**src/rtl/rxts_pkg.sv**
```systemverilog
package rxts_pkg;

  typedef enum logic {
    PTP_VER1 = 1'b0,
    PTP_VER2 = 1'b1
  } ptp_ver_e;

  // Transport/version acceptance rule.
  function automatic logic ptp_transport_ok(ptp_ver_e ver, logic udp_en,
                                            logic is_v1, logic is_l2, logic is_udp);
    if (ver == PTP_VER1) return is_v1 & is_udp & udp_en;
    return ~is_v1 & (is_l2 | (is_udp & udp_en));
  endfunction

endpackage

```
**src/rtl/rxts_filter.sv**
```systemverilog
module rxts_filter
  import rxts_pkg::*;
#(
  parameter int MSG_W = 4
) (
  input  logic                enable,
  input  logic                ver,
  input  logic                udp_en,
  input  logic [(1<<MSG_W)-1:0] msg_mask,
  input  logic                valid,
  input  logic                is_event,
  input  logic [MSG_W-1:0]    msg_type,
  input  logic                is_v1,
  input  logic                is_l2,
  input  logic                is_udp,
  output logic                hit
);
  logic transport_ok;
  always_comb begin
    transport_ok = ptp_transport_ok(ptp_ver_e'(ver), udp_en, is_v1, is_l2, is_udp);
    hit = enable & valid & is_event & msg_mask[msg_type] & transport_ok;
  end
endmodule

```
**src/rtl/rxts_alloc.sv**
```systemverilog
module rxts_alloc #(
  parameter int N = 4,
  localparam int SLOT_W = $clog2(N)
) (
  input  logic [N-1:0]      busy,
  output logic [N-1:0]      grant,
  output logic [SLOT_W-1:0] grant_idx,
  output logic              none_free
);
  // Walk from the top down so the lowest free slot wins.
  always_comb begin
    grant     = '0;
    grant_idx = '0;
    none_free = 1'b1;
    for (int i = N - 1; i >= 0; i--) begin
      if (!busy[i]) begin
        grant     = '0;
        grant[i]  = 1'b1;
        grant_idx = SLOT_W'(i);
        none_free = 1'b0;
      end
    end
  end
endmodule

```
**src/rtl/rxts_slot.sv**
```systemverilog
module rxts_slot #(
  parameter int TS_W = 64
) (
  input  logic            clk,
  input  logic            rst_n,
  input  logic            load,
  input  logic            release_i,
  input  logic [TS_W-1:0] stamp_in,
  output logic [TS_W-1:0] stamp_q,
  output logic            busy_q
);
  always_ff @(posedge clk) begin
    if (!rst_n) begin
      stamp_q <= '0;
      busy_q  <= 1'b0;
    end else begin
      if (load) begin
        stamp_q <= stamp_in;
        busy_q  <= 1'b1;
      end else if (release_i) begin
        busy_q  <= 1'b0;
      end
    end
  end
endmodule

```
**src/rtl/rxts_latch_bank.sv**
```systemverilog
module rxts_latch_bank #(
  parameter int N      = 4,
  parameter int WORD_W = 32,
  parameter int MSG_W  = 4,
  localparam int TS_W   = 2 * WORD_W,
  localparam int SLOT_W = $clog2(N),
  localparam int MASK_W = 1 << MSG_W
) (
  input  logic              clk,
  input  logic              rst_n,
  input  logic [TS_W-1:0]   time_ns,
  input  logic              cfg_enable,
  input  logic              cfg_ver,
  input  logic              cfg_udp_en,
  input  logic [MASK_W-1:0] cfg_msg_mask,
  input  logic              frm_valid,
  input  logic              frm_event,
  input  logic [MSG_W-1:0]  frm_msg_type,
  input  logic              frm_is_v1,
  input  logic              frm_l2,
  input  logic              frm_udp,
  output logic              frm_ts_taken,
  output logic              frm_ts_missed,
  output logic [SLOT_W-1:0] frm_ts_slot,
  output logic [N-1:0]      ts_status,
  input  logic              rd_en,
  input  logic [SLOT_W-1:0] rd_slot,
  input  logic              rd_hi,
  output logic [WORD_W-1:0] rd_data
);
  logic              hit_w;
  logic [N-1:0]      busy_w, grant_w, load_w, release_w;
  logic [SLOT_W-1:0] grant_idx_w;
  logic              none_free_w;
  logic [TS_W-1:0]   stamp_w [N];

  rxts_filter #(.MSG_W(MSG_W)) i_filter (
    .enable(cfg_enable), .ver(cfg_ver), .udp_en(cfg_udp_en), .msg_mask(cfg_msg_mask),
    .valid(frm_valid), .is_event(frm_event), .msg_type(frm_msg_type),
    .is_v1(frm_is_v1), .is_l2(frm_l2), .is_udp(frm_udp), .hit(hit_w)
  );

  rxts_alloc #(.N(N)) i_alloc (
    .busy(busy_w), .grant(grant_w), .grant_idx(grant_idx_w), .none_free(none_free_w)
  );

  always_comb begin
    load_w    = hit_w ? grant_w : '0;
    release_w = '0;
    for (int i = 0; i < N; i++)
      if (rd_en && rd_hi && (rd_slot == SLOT_W'(i))) release_w[i] = 1'b1;
  end

  for (genvar g = 0; g < N; g++) begin : g_slot
    rxts_slot #(.TS_W(TS_W)) i_slot (
      .clk(clk), .rst_n(rst_n), .load(load_w[g]), .release_i(release_w[g]),
      .stamp_in(time_ns), .stamp_q(stamp_w[g]), .busy_q(busy_w[g])
    );
  end

  assign ts_status = busy_w;

  always_ff @(posedge clk) begin
    if (!rst_n) begin
      frm_ts_taken  <= 1'b0;
      frm_ts_missed <= 1'b0;
      frm_ts_slot   <= '0;
      rd_data       <= '0;
    end else begin
      frm_ts_taken  <= hit_w & ~none_free_w;
      frm_ts_missed <= hit_w & none_free_w;
      if (hit_w && !none_free_w) frm_ts_slot <= grant_idx_w;
      if (rd_en) rd_data <= rd_hi ? stamp_w[rd_slot][TS_W-1:WORD_W]
                                  : stamp_w[rd_slot][WORD_W-1:0];
    end
  end
endmodule

```
**config.mk**
```make
export PLATFORM = sky130hd
export DESIGN_NAME = rxts_latch_bank
export DESIGN_NICKNAME = d
export VERILOG_FILES = /design/src/rtl/rxts_pkg.sv /design/src/rtl/rxts_filter.sv /design/src/rtl/rxts_alloc.sv /design/src/rtl/rxts_slot.sv /design/src/rtl/rxts_latch_bank.sv
export SDC_FILE = /design/constraint.sdc
export NUM_CORES = 1
export LEC_CHECK = 0
export BUFFER_PORTS_ARGS = -buffer_cell sky130_fd_sc_hd__buf_2
export CAP_MARGIN = 20
export CORE_AREA = 2 2 160 162
export DETAILED_ROUTE_END_ITERATION = 6
export DIE_AREA = 0 0 162 164
export GPL_ROUTABILITY_DRIVEN = 0
export PLACE_DENSITY = 0.77
export SYNTH_ARGS = -nofsm -noshare
export SYNTH_HDL_FRONTEND = slang
export SYNTH_SLANG_ARGS = --single-unit
export TNS_END_PERCENT = 10
```
**constraint.sdc**
```tcl
create_clock -name clk -period 2.5 [get_ports clk]
set_clock_uncertainty 0.1 [all_clocks]
set_input_delay 0.625 -clock clk [delete_from_list [all_inputs] [get_ports clk]]
set_output_delay 0.625 -clock clk [all_outputs]
set_load 0.02 [all_outputs]
```
Word-level counts from Yosys, hierarchy flattened
Index checks and enable logic that the tools add are counted.
- bits of input ports: 98
- word-level logic and storage cells: 75
- register bits after elaboration: 296
- output and inout bits: 40
- reduce and logical (&&, ||, !) cells: 12
- muxes and demuxes: 32
- order comparisons: 2
- bitwise gates (word level): 14
- eq/ne operators: 3
- operators with widths (cell ; count):
    binary-select mux 64 bit (select 2 bit) ; 1
    2-to-1 mux 64 bit ; 2
    2-to-1 mux 32 bit ; 1
    2-to-1 mux 4 bit ; 5
    2-to-1 mux 1 bit ; 18
    bitwise AND 1 bit ; 10
    2-to-1 mux 2 bit ; 4
    nonzero test 2 bit ; 4
    logical AND 1 bit ; 6
    less-than comparator 4 x 5 -> 1 bit, second input constant ; 1
    binary-select mux 1 bit (select 4 bit) ; 1
    == test 2 bit, second input constant ; 2
    greater-or-equal comparator 3 bit, second input constant ; 1
    inverter 2 -> 3 bit ; 1
    == test 2 x 1 -> 1 bit, second input constant ; 1
    zero test 2 bit ; 1
    inverter 1 bit ; 2
    zero test 1 bit ; 1
    bitwise OR 1 bit ; 1

Logic depth before layout (Yosys ltp)
- depth after elaboration: 7
- gate-level depth with buffers: 10

By module
From an unflattened synthesis, not the netlist that was laid out.
- cells, all modules: 1220
- area, all modules: 13560.5 um^2
- by module, submodules not included (module ; area each (um^2) ; cells each ; sequential area each (um^2) ; instances):
    rxts_slot ; 2497.4 ; 209 ; 1301.2 ; 4
    rxts_latch_bank ; 3337.0 ; 354 ; 720.7 ; 1
    rxts_filter ; 185.2 ; 20 ; 0.0 ; 1
    rxts_alloc ; 48.8 ; 10 ; 0.0 ; 1

Worst setup path before layout
OpenSTA, ideal clock, no wires.
- path kind: input to register
- from: input port rd_slot[1]
- to: register rd_data[14]
- arrival: 2185 ps
- buffers on the path: 3
- required time: 2284 ps
- setup time: 116 ps
- setup slack: 99 ps
- stages on the path: 7
- cell sequence: clkbuf_1 buf_2 buf_2 mux4_2 mux2i_1 nand2_1 o211a_1
- longest elaborated chain between the ends: 5
- ends and longest elaborated chain (item ; RTL line ; RTL):
    start: declaration ; rxts_latch_bank.sv:27 ; input logic [SLOT_W-1:0] rd_slot,
    inverter 2 -> 3 bit (not written as such) ; rxts_latch_bank.sv:73, rxts_latch_bank.sv:74 ;
    binary-select mux 64 bit (select 2 bit) ; rxts_latch_bank.sv:73, rxts_latch_bank.sv:74 ;
    2-to-1 mux 64 bit (not written as such) (2 in a row) ; rxts_latch_bank.sv:74 ; : stamp_w[rd_slot][WORD_W-1:0];
    2-to-1 mux 32 bit ; rxts_latch_bank.sv:73 ; if (rd_en) rd_data <= rd_hi ? stamp_w[rd_slot][TS_W-1:WORD_W]
    end signal: assignment ; rxts_latch_bank.sv:73 ;
    end: declaration ; rxts_latch_bank.sv:29 ; output logic [WORD_W-1:0] rd_data
No other way between the ends. The select of a mux whose other input is x is not followed.
A chain may end at the register's enable or synchronous reset.

Worst setup path in the final report
- from: input port frm_msg_type[0]
- to: register g_slot[2].i_slot.stamp_q[21]
- longest elaborated chain between the ends: 5
- ends and longest elaborated chain (item ; RTL line ; RTL):
    start: declaration ; rxts_latch_bank.sv:18 ; input logic [MSG_W-1:0] frm_msg_type,
    binary-select mux 1 bit (select 4 bit) ; rxts_filter.sv:21 ; hit = enable & valid & is_event & msg_mask[msg_type] & transport_ok;
    2-to-1 mux 1 bit (not written as such) ; rxts_filter.sv:21 ;
    bitwise AND 1 bit (2 in a row) ; rxts_filter.sv:21 ;
    2-to-1 mux 4 bit ; rxts_latch_bank.sv:48 ; load_w = hit_w ? grant_w : '0;
    end signal: assignment ; rxts_slot.sv:18 ; stamp_q <= stamp_in;
    end: declaration ; rxts_slot.sv:9 ; output logic [TS_W-1:0] stamp_q,
No other way between the ends. The select of a mux whose other input is x is not followed.

==> impl_metrics.toml <==
[outcome]
status = "completed"

[route]
ant_nets = 0
detail_route.wl_per_cell_um = 17.01
avgViaCountPerCell = 5.449
drt_iter0_markers = 504
dr_total_vias = 9050
detail_route.drc_violations = 0
first_pass_iters = 6
routed_wirelength_um = 28260

[logic_synthesis]
yosys_register_bits = 296
edff_count_synth = 0
ys_warn_count = 0
postSynthCellCount = 1188
synth.yosys.seq_area_share_pct = 45.86
netlist.top_cell.by_area = "sky130_fd_sc_hd__dfxtp_1"
yosys.cell_count.top_type = "sky130_fd_sc_hd__nand2_1"
yosys.area.top_type_share_pct = 45.86
primary_flip_flop_cell_chosen_by_synthesis_mapping = "sky130_fd_sc_hd__dfxtp_1"
ys_top_cells_by_count = "358 x sky130_fd_sc_hd__nand2_1, 296 x sky130_fd_sc_hd__dfxtp_1, 296 x sky130_fd_sc_hd__mux2i_1"
synth_area_per_cell_um2 = 10.88
synth.area.top_cells = "sky130_fd_sc_hd__dfxtp_1 46%, sky130_fd_sc_hd__mux2i_1 23%, sky130_fd_sc_hd__mux4_2 11%"
async_reset_ff_share_pct = 0
synth.net_count = 1286
syn_area_um2 = 12920
synth.distinct_cells = 33

[sta]
final-setup-viol-count = 0
rsz_0062_raised_after_global_routing = "no"
timing.final.crit_share_pct = 81.25
number_of_pins_exceeding_their_max_slew_limit_in_the_final_report = 0
timing.final.hold_violations = 0
setup_total_negative_slack_ps = 0
fmax_mhz = 492.3
final.hold.worst_slack_ps = 314.2
worst_slew_pin_slew_ps = 454.3
slew_headroom_pct = 69.71
final.min_clock_period_ps = 2031

[place]
buffers_on_ports = 137
dpl.cell_count = 1605
dp_hpwl_um = 19040

[grt]
antenna_found_initial = 0
aggregate_global_route_resource_usage_pct = 21.44
grt_overflow_total = 0
grt_start_max_net_pins = 81
grt_first_pass_wirelength_um = 46910
grt_pass1_vias = 9321

[floorplan]
rows = 58
initial_utilization_pct = 52.07
chipWidth_um = 162
die-area_um2 = 26570
design.portCount = 138
floorplan.core_area_um2 = 24820
dieHeight_um = 164

[cells_and_area]
sequential_cell_area_um2 = 5926
antenna-diode-count = 0
multi_input_area_um2 = 6345
fill_cells = 2010
layout-drive-gt1-share_pct = 22.84
layout.cells.non_filler = 1661
nNetsFinal = 1405
areaGrowthSynthToFinish_pct = 17.54

[power]
power.ir.vdd_worst_uv = 450.9
total_leakage_power_nw = 5.900
p_per_area_nw_per_um2 = 651.9

[clock_network]
hold_fix_buffers_at_cts = 0
clkTransAtPathRegs_ps = 60
cts.path.max_buffers = 3
post-cts-setup-buffers = 0
clock_insertion_delay_worst_skew_ps = 550
clock_tree.root_cell = "sky130_fd_sc_hd__clkbuf_16"
ctsHtreeMaxLevel = 1
tritoncts = "done"
post_cts_resize_count = 0
cts_num_sinks = 296
cts_made_buffers = 30

[flow_run]
maxCapViolations = 0

[hold_path]
hold_path_depth = 3
worst_hold_check_path_type = "in2reg"

[critical_path]
start_kind = "input pin"
path_max_fanout = 15
worst-endpoint-arrival_ps = 2400
crit_required_ps = 2860
endpoint_kind = "flip-flop"
critical_path_class = "in2reg"
r2r.worst_path.cells = 7
-- area by class of cell --
| class | instances | area share, % |
|---|---|---|
| Clock buffer | 48 | 6.054 |
| Clock inverter | 8 | 0.6178 |
| Inverter | 3 | 0.07413 |
| Multi-Input combinational cell | 788 | 41.77 |
| Sequential cell | 296 | 39.01 |
| Tap cell | 330 | 2.718 |
| Timing Repair Buffer | 188 | 9.753 |
-- stage by stage --
step / worst slack (ps) / power [mW] / cell area, um^2 / util, %
after CTS: 460.5 / 9.986 / 15190 / 61.20
final: 468.8 / 9.903 / 15190 / 61.20
after floorplan: 99.14 / 5.237 / 12920 / -
after detailed placement: -123.3 / 5.481 / 14180 / 57.12
after global routing: 343.0 / 10.23 / 15190 / 61.20
after global placement: -24.72 / 5.474 / 14180 / 57.12
-- where the power goes --
group | total [mW] | switching [mW] | internal (mW)
logic | 0.604 | 0.367 | 0.237
registers | 4.77 | 0.0172 | 4.75
clock network | 4.53 | 1.82 | 2.71
-- worst max-delay path, cell delays in order --
cell and delay (ps):
sky130_fd_sc_hd__buf_2 160, sky130_fd_sc_hd__mux2i_1 140, sky130_fd_sc_hd__a22oi_1 200, sky130_fd_sc_hd__nand3_1 90, sky130_fd_sc_hd__a21o_1 320, sky130_fd_sc_hd__nor3_4 270
sky130_fd_sc_hd__buf_4 330, sky130_fd_sc_hd__mux2i_1 240
-- cells in the final DEF, fill, tap and decap left out, types with 3 or more instances in the layout --
cell type                   instances
sky130_fd_sc_hd__a21oi_1            3
sky130_fd_sc_hd__buf_12            32
sky130_fd_sc_hd__clkbuf_8           8
sky130_fd_sc_hd__mux4_2            64
sky130_fd_sc_hd__buf_2            135
sky130_fd_sc_hd__o21a_1             4
sky130_fd_sc_hd__nand2_1          358
sky130_fd_sc_hd__buf_4             20
sky130_fd_sc_hd__nor2_1             5
sky130_fd_sc_hd__mux2i_1          296
sky130_fd_sc_hd__clkbuf_16         31
sky130_fd_sc_hd__o211a_1           32
sky130_fd_sc_hd__dfxtp_1          296
sky130_fd_sc_hd__clkinv_2           5
sky130_fd_sc_hd__inv_1              3
sky130_fd_sc_hd__nand3_1            4
sky130_fd_sc_hd__clkbuf_1           9
-- kinds of logic after synthesis --
group / Yosys count / share of synthesized area (%)
and+or+nand+nor: 377 / 11.41
muxes: 360 / 34.08
DFF: 296 / 45.86
buffers and inverters: 104 / 5.103
AOI/OAI and AO/OA: 50 / 3.486
xor gates and xnor gates: 1 / 0.06779
-- registers in the layout, summed over array words and instances (netlist names) --
signal and flops:
rd_data 32, g_slot.i_slot.busy_q 4, frm_ts_taken 1, frm_ts_missed 1, frm_ts_slot 2, g_slot.i_slot.stamp_q 256
-- routing by layer --
metal	vias to the layer above	wire length (um)	track usage, %	share of wire [%]
met5	-	0	0	0
li1	4360	-	-	-
met3	36	1128	2.753	4.0
met4	0	455	5.068	1.6
met1	4483	12590	28.08	45
met2	171	14090	37.89	50
-- worst paths after layout --
check	start	end	slack [ps]
max	frm_msg_type[0]	g_slot[2].i_slot.stamp_q[21]	470
min	time_ns[52]	g_slot[3].i_slot.stamp_q[52]	310
max reg2reg	g_slot[0].i_slot.busy_q	g_slot[3].i_slot.stamp_q[28]	630
min reg2reg	g_slot[1].i_slot.stamp_q[51]	g_slot[1].i_slot.stamp_q[51]	350
Power figures use the tool's default switching activity.
